## src/rtl/stop_recovery_ctrl.sv

```systemverilog
module stop_recovery_ctrl #(
  parameter int CNT_W      = 12,
  parameter int LONG_CYC   = 4096,
  parameter int SHORT_CYC  = 32
) (
  input  logic       clk,
  input  logic       rst_n,
  input  logic       stop_req,
  input  logic       wake_irq,
  input  logic       wake_rst,
  input  logic       cfg_fast,
  input  logic       cfg_osc_keep,
  output logic       cpu_clk_en,
  output logic       per_clk_en,
  output logic [1:0] osc_en,
  output logic       rec_done,
  output logic       rec_from_rst
);
  localparam logic [CNT_W-1:0] LONG_LD  = CNT_W'(LONG_CYC - 1);
  localparam logic [CNT_W-1:0] SHORT_LD = CNT_W'(SHORT_CYC - 1);

  typedef enum logic [1:0] {S_RUN, S_STOP, S_REC} state_t;

  state_t           state;
  logic [CNT_W-1:0] cnt;
  logic             src_rst;
  logic             done_q;

  wire any_wake = wake_irq | wake_rst;

  always_ff @(posedge clk or negedge rst_n) begin
    if (!rst_n) begin
      state   <= S_RUN;
      cnt     <= '0;
      src_rst <= 1'b0;
      done_q  <= 1'b0;
    end else begin
      done_q <= 1'b0;
      case (state)
        S_RUN: begin
          cnt <= '0;
          if (stop_req) state <= S_STOP;
        end
        S_STOP: begin
          cnt <= '0;
          if (any_wake) begin
            state   <= S_REC;
            src_rst <= wake_rst;
            cnt     <= (wake_rst || !cfg_fast) ? LONG_LD : SHORT_LD;
          end
        end
        S_REC: begin
          if (wake_rst) begin
            src_rst <= 1'b1;
            cnt     <= LONG_LD;
          end else if (cnt == '0) begin
            state  <= S_RUN;
            done_q <= 1'b1;
          end else begin
            cnt <= cnt - 1'b1;
          end
        end
        default: state <= S_RUN;
      endcase
    end
  end

  assign cpu_clk_en   = (state == S_RUN);
  assign per_clk_en   = (state == S_RUN);
  assign osc_en       = (state == S_STOP && !cfg_osc_keep) ? 2'b00 : 2'b11;
  assign rec_done     = done_q;
  assign rec_from_rst = done_q & src_rst;


  stop_gates_chk: assert property (@(posedge clk) disable iff (!rst_n)
    (cpu_clk_en && stop_req) |=> (!cpu_clk_en && !per_clk_en));


  cnt_held_chk: assert property (@(posedge clk) disable iff (!rst_n)
    (state == S_STOP) |-> (cnt == '0));


  rst_long_chk: assert property (@(posedge clk) disable iff (!rst_n)
    (state != S_RUN && wake_rst) |=> (cnt == LONG_LD && state == S_REC));


  done_after_zero_chk: assert property (@(posedge clk) disable iff (!rst_n)
    $rose(rec_done) |-> ($past(state) == S_REC && $past(cnt) == '0 && cpu_clk_en));


  done_pulse_chk: assert property (@(posedge clk) disable iff (!rst_n)
    rec_done |=> !rec_done);


  stop_hold_chk: assert property (@(posedge clk) disable iff (!rst_n)
    (state == S_STOP && !any_wake) |=> (state == S_STOP));
endmodule

```

## config.mk

```make
export PLATFORM = sky130hd
export DESIGN_NAME = stop_recovery_ctrl
export DESIGN_NICKNAME = d
export VERILOG_FILES = /design/src/rtl/stop_recovery_ctrl.sv
export SDC_FILE = /design/constraint.sdc
export NUM_CORES = 1
export LEC_CHECK = 0
export ABC_AREA = 0
export BUFFER_PORTS_ARGS = -buffer_cell sky130_fd_sc_hd__buf_4
export CORE_MARGIN = 4
export CORE_UTILIZATION = 56
export DETAILED_ROUTE_END_ITERATION = 6
export PLACE_DENSITY_LB_ADDON = 0.2
export SYNTH_ARGS = -nofsm -noshare
export SYNTH_HDL_FRONTEND = slang
export SYNTH_SLANG_ARGS = --single-unit
```

## constraint.sdc

```tcl
create_clock -name clk -period 2.6 [get_ports clk]
set_clock_uncertainty 0.05 [all_clocks]
set_input_delay 0.26 -clock clk [delete_from_list [all_inputs] [get_ports clk]]
set_output_delay 0.26 -clock clk [all_outputs]
set_load 0.03 [all_outputs]
```

# Word level (Yosys, flattened, before mapping)
# Cells that the tools add are included.
# W data, S select, Z words.
[totals]
word_cells = 43
output_inout_bits = 6
register_bits = 16
inputBits = 7
[op_classes]
muxes = 17
bitwise_logic = 2
n_reduce_logical = 11
n_eq_ne = 8
add_sub_neg = 1
[op_table]
columns = ["operator", "n"]
rows = [
  ["$mux W12", 4],
  ["$pmux W12 S3", 1],
  ["$logic_not A12 Y1", 1],
  ["$sub A12 B1 Y12 const B", 1],
  ["$mux W2", 5],
  ["$ne A2 B2 Y1 const B", 5],
  ["$pmux W2 S3", 1],
  ["$mux W1", 5],
  ["$reduce_and A4 Y1", 1],
  ["$ne A3 B3 Y1 const B", 1],
  ["$reduce_and A3 Y1", 1],
  ["$reduce_bool A3 Y1", 1],
  ["$eq A2 B1 Y1 const B", 1],
  ["$eq A2 B2 Y1 const B", 1],
  ["$logic_not A1 Y1", 2],
  ["$logic_not A2 Y1", 1],
  ["$pmux W1 S2", 1],
  ["$reduce_and A2 Y1", 1],
  ["$reduce_bool A2 Y1", 1],
  ["$and A1 B1 Y1", 1],
  ["$logic_and A1 B1 Y1", 1],
  ["$logic_or A1 B1 Y1", 1],
  ["$or A1 B1 Y1", 1],
]

# Logic depth before layout (Yosys ltp)
# Gate-level depths: netlist of run 1.
[depth]
ltp_word = 5
depth_mapped = 8
ltp_nobuf = 7

# Worst setup path after synthesis of run 1
# Ideal clock, no wire load.
[synth_timing]
kind = "register to register"
from = "register cnt[8]"
to = "register cnt[7]"
arrival_time_ns = 1.633
path_stages_with_launch = 5
slack_ns = 0.791
path_buffers = 0
setup_ns = 0.126
period_less_slack_ns = 1.809
required_ns = 2.424
path_cell_list = "dfrtp_1 -> or3_4 -> nor4b_4 -> a31oi_4 -> a221o_1"
[synth_between]
elab_chain_cells = 3
[synth_lines]
columns = ["item", "line_no", "source"]
rows = [
  ["start: declaration", "25", "logic [CNT_W-1:0] cnt;"],
  ["start signal: assignment", "49", "cnt <= (wake_rst || !cfg_fast) ? LONG_LD : SHORT_LD;"],
  ["start signal: assignment", "60", "cnt <= cnt - 1'b1;"],
  ["$logic_not A12 Y1", "56", "end else if (cnt == '0) begin"],
  ["$ne A3 B3 Y1 (no line)", "n/a", ""],
  ["$reduce_and A2 Y1 (no line)", "n/a", ""],
]
# Every way passes these cells.
# A chain may end at the register's enable or synchronous reset.

# Worst setup path in the final report of run 1
[layout_timing]
from = "register state[0]"
to = "register cnt[7]"
[layout_between]
elab_chain_cells = 3
word_cells_on_any_way = 7
cone_classes = "eq/ne: 3; mux: 1; reduce/logical: 3"
[layout_lines]
columns = ["item", "line_no", "source"]
rows = [
  ["start: declaration", "24", "state_t state;"],
  ["start signal: assignment", "33", "state <= S_RUN;"],
  ["start signal: assignment", "42", "if (stop_req) state <= S_STOP;"],
  ["start signal: assignment", "47", "state <= S_REC;"],
  ["$eq A2 B2 Y1 (tied with other cells)", "39", "case (state)"],
  ["$ne A3 B3 Y1 (no line) / $reduce_bool A3 Y1 (equally long branches)", "n/a", ""],
  ["$reduce_and A2 Y1 (no line)", "n/a", ""],
]
# Several ways; a longest one is shown, not always the timed one.

==> results.json, run 1 <==
{
  "synth_top_family_by_area": "compound AO/OA/AOI/OAI gates",
  "cts_resized": 0,
  "tns_ps": 0,
  "grtUsageTotal": 0.194,
  "die_h_um": 51.5,
  "cts_tree": "yes",
  "core_um2": 1760,
  "layout-drive-gt1-share": 0.194,
  "synth.avg_cell_area_um2": 8.97,
  "fin_nets": 142,
  "synth_xor_xnor_area_share": 0.00827,
  "dr.pass1.iters": 4,
  "gr-total-overflow": 0,
  "ys_seq_area_frac": 0.378,
  "drv_slew": 0,
  "vias_per_cell": 6.06,
  "end_kind": "register",
  "drt-wirelength-per-cell_um": 14.7,
  "holdPathStages": 3,
  "htreeDepth": 1,
  "grt_pass1_wl_um": 3880,
  "cts_hold_buf": 1,
  "grt_max_degree": 19,
  "r2r_end": "cnt[7]",
  "ys_warn_count": 0,
  "synthCells": 118,
  "leakagePower_nw": 0.516,
  "clock.fmax_ghz": 0.452,
  "cts_root_buffer": "clkbuf_4",
  "fin_crit_ps": 2210,
  "clock_latency_ps": 280,
  "path_cells": "inv_1 -> ha_1 -> nor3_1 -> a31oi_4 -> o21ai_0 -> a221o_1",
  "ff2ff_setup_slack_ps": 390,
  "die_w_um": 51.5,
  "fin_ws_ps": 387,
  "syn2layout_area_growth_pct": 11.9,
  "ios": 13,
  "required_ps": 2720,
  "clk_pin_slew_ps": 90,
  "drc_errors": 0,
  "cts_setup_buffers": 0,
  "synthMuxAreaShare": 0.0213,
  "drtIter0Drc": 19,
  "hold_end": "src_rst",
  "final_cell_mix": "16 x o21ai_0, 16 x dfrtp_1, 14 x nor2_1",
  "crit_type": "reg -> reg",
  "vias": 933,
  "powerDensity_nw_per_um2": 1260,
  "place_ws_ps": 431,
  "cts_buffers": 3,
  "initial_core_util": 0.600,
  "hold_viol_final": 0,
  "synthSimpleGateAreaFrac": 0.233,
  "min_period_over_period": 0.851,
  "worstMarginPinSlew_ps": 625,
  "antennaDiodeCount": 0,
  "reg2regPathDepth": 6,
  "crit_arrival_ps": 2330,
  "hold_start": "wake_rst",
  "cpPeakStageDelay_ps": 560,
  "synth_cell_type_count": 37,
  "rsz0062_at_grt": "false",
  "synth_seq_cells": 16,
  "syn_area_um2": 1060,
  "crit_slowest_cell": "ha_1",
  "reg2reg_from": "state[0]",
  "synth_compound_area_frac": 0.261,
  "dp.final_hpwl_um": 1720,
  "io_buffers": 12,
  "syn_nets": 129,
  "outcome": "finished, final reports clean",
  "synthAdderAreaFrac": 0.0473,
  "drv_cap": 0,
  "dieArea_um2": 2650,
  "drt_wl_total_um": 2270,
  "grt_antenna_before_repair": 0,
  "critPathMaxFanout": 18,
  "maxSlewHeadroom": 0.583,
  "gp_congestion": 0.860,
  "ir_drop_mv": 0.564,
  "rows": 15,
  "hp-class": "in -> reg",
  "antenna_left": 0,
  "cts_max_path_buffers": 2,
  "clock_sinks": 16,
  "grt_pass1_vias": 937,
  "finalSetupViolCount": 0,
  "startpoint_type": "register",
  "num-fill-cells": 153
}
per-stage QoR:
stage	area (um2)	instances	hold slack (ps)	power, W	utilization
final	1180	154	208	0.00149	0.672
after global routing	1180	154	245	0.00162	0.672
after CTS	1180	154	206	0.00149	0.672
after detailed placement	1150	150	82.8	0.00136	0.653
after global placement	1150	150	76.7	0.00133	0.653
after floorplan	1060	118	-85.6	0.00115	-
state kept, by name, indices dropped and copies added, names as in the netlist:
signal    flops
cnt          12
rec_done      1
src_rst       1
state         2
cell type report:
type,instances,area (um2),share of cell area
Tap cell,25,31.3,0.0264
Sequential cell,16,400,0.338
Clock buffer,3,22.5,0.0190
Inverter,7,26.3,0.0222
Timing Repair Buffer,13,100,0.0845
Multi-Input combinational cell,90,604,0.510
cell usage after synthesis:
library cell,n,area share
a22o_2,1,0.0095
a31oi_4,1,0.020
o211ai_1,1,0.0071
o21ai_0,16,0.076
nor2_1,14,0.050
a222oi_1,1,0.0095
a221o_1,1,0.0095
buf_4,2,0.014
and2_0,1,0.0059
a31o_2,1,0.0083
a21oi_1,11,0.052
o41ai_2,1,0.015
or3_4,1,0.011
inv_1,7,0.025
clkbuf_1,2,0.0071
nand2_1,5,0.018
dfrtp_1,16,0.38
nand2b_1,3,0.018
and2_1,2,0.012
a31oi_1,4,0.024
nand2_2,1,0.0059
mux2_1,1,0.011
o41ai_1,1,0.0083
o2bb2ai_1,2,0.017
buf_2,1,0.0047
and3_2,1,0.0071
nor4_4,1,0.020
nor3_1,5,0.024
nor4b_4,1,0.022
nor2b_1,2,0.012
nor4b_1,1,0.0083
mux2_2,1,0.011
nand3b_1,2,0.014
o22ai_1,1,0.0059
xnor2_1,1,0.0083
ha_1,4,0.047
or3_1,1,0.0059
routing by layer:
metal | GRT usage | share of wire | wire (um)
met1 | 0.228 | 0.45 | 1020
met2 | 0.337 | 0.48 | 1100
met3 | 0.0321 | 0.049 | 111
met4 | 0.100 | 0.015 | 35
met5 | 0 | 0 | 0
critical path: cells and delay by family (launching register included):
kind                       cells  cell delay [ps]
AOI/OAI and AO/OA              3              800
adders and majority gates      1              560
buffers and inverters          1               90
DFF                            1              420
and+or+nand+nor                1              190
worst max-delay path by stage:
| stage | start | end | cells past startpoint |
|---|---|---|---|
| 2_1_floorplan | cnt[8] | cnt[7] | 4 |
| 3_3_place_gp | state[0] | cnt[7] | 6 |
| 3_5_place_dp | state[0] | cnt[7] | 6 |
| 4_1_cts | state[0] | cnt[7] | 6 |
| 5_1_grt | state[0] | cnt[9] | 7 |
| 6_report | state[0] | cnt[7] | 6 |
power by group:
part	internal [W]	switching (W)
Clock	0.0000538	0.0000758
Sequential	0.000328	0.0000781
Combinational	0.000367	0.000589
cells by family after synthesis:
family	after synthesis
flops	16
xor+xnor	1
buf+inv	12
compound gates	42
simple gates	41
fa+ha+maj	4
mux	2
Note: power is estimated with default switching activity, not from simulation.
==> inputs of run 2 (changes only) <==
--- a/config.mk
+++ b/config.mk
@@ -7,6 +7,7 @@
 export LEC_CHECK = 0
 export ABC_AREA = 0
 export BUFFER_PORTS_ARGS = -buffer_cell sky130_fd_sc_hd__buf_4
+export CORE_ASPECT_RATIO = 0.7
 export CORE_MARGIN = 4
 export CORE_UTILIZATION = 56
 export DETAILED_ROUTE_END_ITERATION = 6
==> run 2 against run 1 <==
Compared with the run above: combinational power grew 2%; worst setup slack lost 14 ps; sequential cell count is the same; clock power grew 29%; final cell count shrank 1.3%; critical path type unchanged.
==> results.json, run 2 (synthesis gave the netlist of run 1 again) <==
{
  "io_buffers": 12,
  "rsz0062_at_grt": "false",
  "die_w_um": 60.0,
  "reg2regPathDepth": 7,
  "end_kind": "register",
  "required_ps": 2770,
  "outcome": "finished, final reports clean",
  "maxSlewHeadroom": 0.569,
  "die_h_um": 44.4,
  "cts_root_buffer": "clkbuf_4",
  "fin_crit_ps": 2230,
  "min_period_over_period": 0.857,
  "drt_wl_total_um": 2340,
  "leakagePower_nw": 0.528,
  "swShare": 0.492,
  "powerDensity_nw_per_um2": 1290,
  "hp-class": "in -> reg",
  "drv_slew": 0,
  "gp_congestion": 0.838,
  "htreeDepth": 1,
  "critPathMaxFanout": 18,
  "tns_ps": 0,
  "seqPwrFrac": 0.263,
  "drc_errors": 0,
  "cts_hold_buf": 1,
  "worstMarginPinSlew_ps": 646,
  "gr-total-overflow": 0,
  "clock.fmax_ghz": 0.449,
  "pwr-share-comb": 0.628,
  "antennaDiodeCount": 0,
  "grt_pass1_wl_um": 3880,
  "p_clk_frac": 0.109,
  "dp_cells": 147,
  "top_regs": "cnt: 12 flops, state: 2 flops",
  "dp.final_hpwl_um": 1760,
  "rows": 12,
  "grt_pass1_vias": 875,
  "crit_type": "reg -> reg",
  "grt_max_degree": 19,
  "grt_antenna_before_repair": 0,
  "finalSetupViolCount": 0,
  "p_int_w": 0.000786,
  "clk_pin_slew_ps": 100,
  "antenna_left": 0,
  "fin_ws_ps": 372,
  "largest_reg_flops": 12,
  "grtUsageTotal": 0.196,
  "initial_core_util": 0.629,
  "startpoint_type": "register",
  "ir_drop_mv": 0.806,
  "fin_cells": 152,
  "cts_max_path_buffers": 2,
  "dieArea_um2": 2660,
  "holdPathStages": 3,
  "cts_resized": 0,
  "num-fill-cells": 133,
  "drtIter0Drc": 27,
  "ios": 13,
  "switchingPower_w": 0.000761,
  "hold_viol_final": 0,
  "core_um2": 1680,
  "fin_nets": 143,
  "final_cell_mix": "16 x o21ai_0, 16 x dfrtp_1, 14 x nor2_1",
  "clock_latency_ps": 290,
  "layout-drive-gt1-share": 0.206,
  "drt-wirelength-per-cell_um": 15.4,
  "clock_sinks": 16,
  "syn2layout_area_growth_pct": 13.5,
  "cts_setup_buffers": 0,
  "vias_per_cell": 6.12,
  "crit_arrival_ps": 2400,
  "place_ws_ps": 424,
  "cts_tree": "yes",
  "total_power_w": 0.00155,
  "cts_buffers": 3,
  "vias": 930,
  "drv_cap": 0,
  "regMostFlops": "cnt",
  "dr.pass1.iters": 5
}
-- run 2: worst paths after layout --
kind                       endpoint     start  slack (ps)
max                          cnt[9]  state[0]         370
min                         src_rst  wake_rst         200
max reg2reg                  cnt[9]  state[0]         370
min reg2reg                  cnt[9]    cnt[9]         480
max in group asynchronous    cnt[4]     rst_n        2020
min in group asynchronous    cnt[2]     rst_n         300
-- run 2: worst max-delay path, stage by stage, from the launching register on --
cell and delay, ps:
dfrtp_1 410, inv_1 90, ha_1 580, a21oi_1 180, a21oi_1 360, and2_1 260, a21oi_1 60, o21ai_0 160
-- run 2: stage by stage --
step            util  instance area, um2  hold WS (ps)
6_report       0.714                1200           196
5_1_grt        0.714                1200           230
4_1_cts        0.714                1200           203
3_5_place_dp   0.687                1150          79.8
3_3_place_gp   0.687                1150          78.6
2_1_floorplan      -                1060         -85.6
-- run 2: final cells by class --
| type | count | area (um2) | area share |
|---|---|---|---|
| Sequential cell | 16 | 400 | 0.333 |
| Timing Repair Buffer | 14 | 108 | 0.0896 |
| Tap cell | 21 | 26.3 | 0.0219 |
| Multi-Input combinational cell | 90 | 604 | 0.503 |
| Clock buffer | 4 | 36.3 | 0.0302 |
| Inverter | 7 | 26.3 | 0.0219 |
-- run 2: metal layers --
layer  global-route usage  up-vias  wire (um)  share of wire
met2                0.332       18       1140           0.49
met1                0.250      455       1080           0.46
li1                     -      455          -              -
met5                    0        -          0              0
met4               0.0265        0         11         0.0047
met3               0.0612        2        110          0.047
-- run 2: power by group through the flow --
stage | registers [W] | clock network [W] | logic [W]
6_report | 0.000407 | 0.000168 | 0.000972
5_1_grt | 0.000417 | 0.000182 | 0.00107
4_1_cts | 0.000406 | 0.000169 | 0.000963
3_5_place_dp | 0.000411 | 0 | 0.000955
3_3_place_gp | 0.000404 | 0 | 0.000932
2_1_floorplan | 0.000393 | 0 | 0.000760
==> inputs of run 3 (changes only) <==
--- a/config.mk
+++ b/config.mk
@@ -6,11 +6,11 @@
 export NUM_CORES = 1
 export LEC_CHECK = 0
 export ABC_AREA = 0
-export BUFFER_PORTS_ARGS = -buffer_cell sky130_fd_sc_hd__buf_4
 export CORE_ASPECT_RATIO = 0.7
 export CORE_MARGIN = 4
-export CORE_UTILIZATION = 56
+export CORE_UTILIZATION = 57
 export DETAILED_ROUTE_END_ITERATION = 6
+export DONT_BUFFER_PORTS = 1
 export PLACE_DENSITY_LB_ADDON = 0.2
 export SYNTH_ARGS = -nofsm -noshare
 export SYNTH_HDL_FRONTEND = slang
==> run 3 against run 2 <==
Compared with the run above: non-clock buffer count is 11 lower; count of clock-buffer cells in the layout stayed put; final cell count is 7.2% lower; worst hold slack worse by 130 ps; sequential power hardly changed; combinational power is 3.4% lower; cell area is 6.9% lower; worst setup slack worse by 66 ps; wire length is 3.8% lower; sequential share of layout area is 2.5 points higher; critical path type unchanged; critical endpoint is now cnt[7]; largest cell class unchanged; highest routed layer unchanged.
==> results.json, run 3 (synthesis gave the netlist of run 1 again) <==
{
  "outcome": "finished, final reports clean",
  "ios": 13,
  "num-fill-cells": 140,
  "layout-drive-gt1-share": 0.133,
  "grt_max_degree": 19,
  "cts_buffers": 3,
  "core_um2": 1670,
  "ff2ff_setup_slack_ps": 310,
  "drt-wirelength-per-cell_um": 16.0,
  "crit_type": "reg -> reg",
  "htreeDepth": 1,
  "die_h_um": 44.1,
  "hold_viol_final": 0,
  "path_cells": "inv_1 -> ha_1 -> nor3_1 -> a31oi_4 -> o21ai_0 -> a221o_1",
  "grt_pass1_wl_um": 3950,
  "fin_crit_ps": 2290,
  "hp-class": "in -> reg",
  "min_period_over_period": 0.882,
  "drv_cap": 0,
  "fin_nets": 132,
  "rsz0062_at_grt": "false",
  "critPathBufInv": 1,
  "hold_start": "wake_rst",
  "vias_per_cell": 6.45,
  "clk_pin_slew_ps": 90,
  "cts_tree": "yes",
  "antenna_left": 0,
  "maxSlewHeadroom": 0.538,
  "largest_reg_flops": 12,
  "end_kind": "register",
  "antennaDiodeCount": 0,
  "die_w_um": 59.5,
  "final_cell_mix": "16 x o21ai_0, 16 x dfrtp_1, 14 x nor2_1",
  "final_area_um2": 1120,
  "top_regs": "cnt: 12 flops, state: 2 flops",
  "cpLargestDelayFamily": "compound AO/OA/AOI/OAI gates",
  "cp-startpoint": "state[0]",
  "place_area_um2": 1070,
  "regMostFlops": "cnt",
  "grtUsageTotal": 0.199,
  "reg2reg_from": "state[0]",
  "worstMarginPinSlew_ps": 691,
  "dp.final_hpwl_um": 1680,
  "ir_drop_mv": 0.800,
  "leakagePower_nw": 0.474,
  "grt_antenna_before_repair": 0,
  "finalSetupViolCount": 0,
  "syn2layout_area_growth_pct": 5.67,
  "startpoint_type": "register",
  "dieArea_um2": 2620,
  "cpPeakStageDelay_ps": 580,
  "tns_ps": 0,
  "crit_arrival_ps": 2420,
  "initial_core_util": 0.635,
  "clock_sinks": 16,
  "gr-total-overflow": 0,
  "gp_congestion": 0.834,
  "crit_slowest_cell": "ha_1",
  "io_buffers": 0,
  "drtIter0Drc": 27,
  "drv_slew": 0,
  "cts_hold_buf": 1,
  "cts_setup_buffers": 0,
  "required_ps": 2730,
  "cts_root_buffer": "clkbuf_4",
  "critPathMaxFanout": 18,
  "dr.pass1.iters": 4,
  "drc_errors": 0,
  "drt_wl_total_um": 2250,
  "powerDensity_nw_per_um2": 1350,
  "cts_max_path_buffers": 2,
  "rows": 12,
  "vias": 910,
  "cts_resized": 0,
  "clock.fmax_ghz": 0.436,
  "grt_pass1_vias": 854,
  "clock_latency_ps": 290
}
## run 3: changes by cell type in the layout (fill, tap and decap cells not counted), sizes merged
cell  change
buf      -11
## run 3: final timing paths
| check | endpoint | cells after the start |
|---|---|---|
| max in group asynchronous | cnt[3] | 1 |
| min in group asynchronous | src_rst | 1 |
| worst min register to register | src_rst | 2 |
| worst min-delay path | src_rst | 2 |
| worst max register to register | cnt[7] | 6 |
| worst max-delay path | cnt[7] | 6 |
## run 3: worst register-to-register path, stage by stage (launching register included)
cell and delay (ps):
dfrtp_1 410, inv_1 90, ha_1 580, nor3_1 200
a31oi_4 350, o21ai_0 160, a221o_1 330
## run 3: stage by stage
| stage | hold slack [ps] | cells | power, W | util | setup slack [ps] |
|---|---|---|---|---|---|
| 4_1_cts | 59.3 | 141 | 0.00151 | 0.671 | 343 |
| 6_report | 60.9 | 141 | 0.00151 | 0.671 | 306 |
| 2_1_floorplan | -85.6 | 118 | 0.00115 | - | 791 |
| 3_5_place_dp | -85.2 | 136 | 0.00133 | 0.643 | 375 |
| 3_3_place_gp | -85.2 | 136 | 0.00130 | 0.643 | 487 |
| 5_1_grt | 57.3 | 141 | 0.00165 | 0.671 | 139 |
## run 3: metal layers
metal  up-vias  routed length, um  track usage  share of wire
met1       440               1000        0.269           0.45
li1        437                  -            -              -
met2        27               1080        0.298           0.48
met3         6                139       0.0700          0.062
met4         0                 31       0.0664          0.014
met5         -                  0            0              0
## run 3: final cells by class
type                            count  area [um2]  share of cell area
Tap cell                           21        26.3              0.0235
Inverter                            7        26.3              0.0235
Multi-Input combinational cell     90         604               0.540
Sequential cell                    16         400               0.358
Clock buffer                        4        36.3              0.0324
Timing Repair Buffer                3        25.0              0.0224
## run 3: report_power, final
group / total, W / leakage, nW / switching (W) / internal [W]
sequential: 0.000408 / 0.211 / 0.0000802 / 0.000327
clock: 0.000165 / 0.0210 / 0.0000799 / 0.0000854
combinational: 0.000939 / 0.242 / 0.000596 / 0.000343
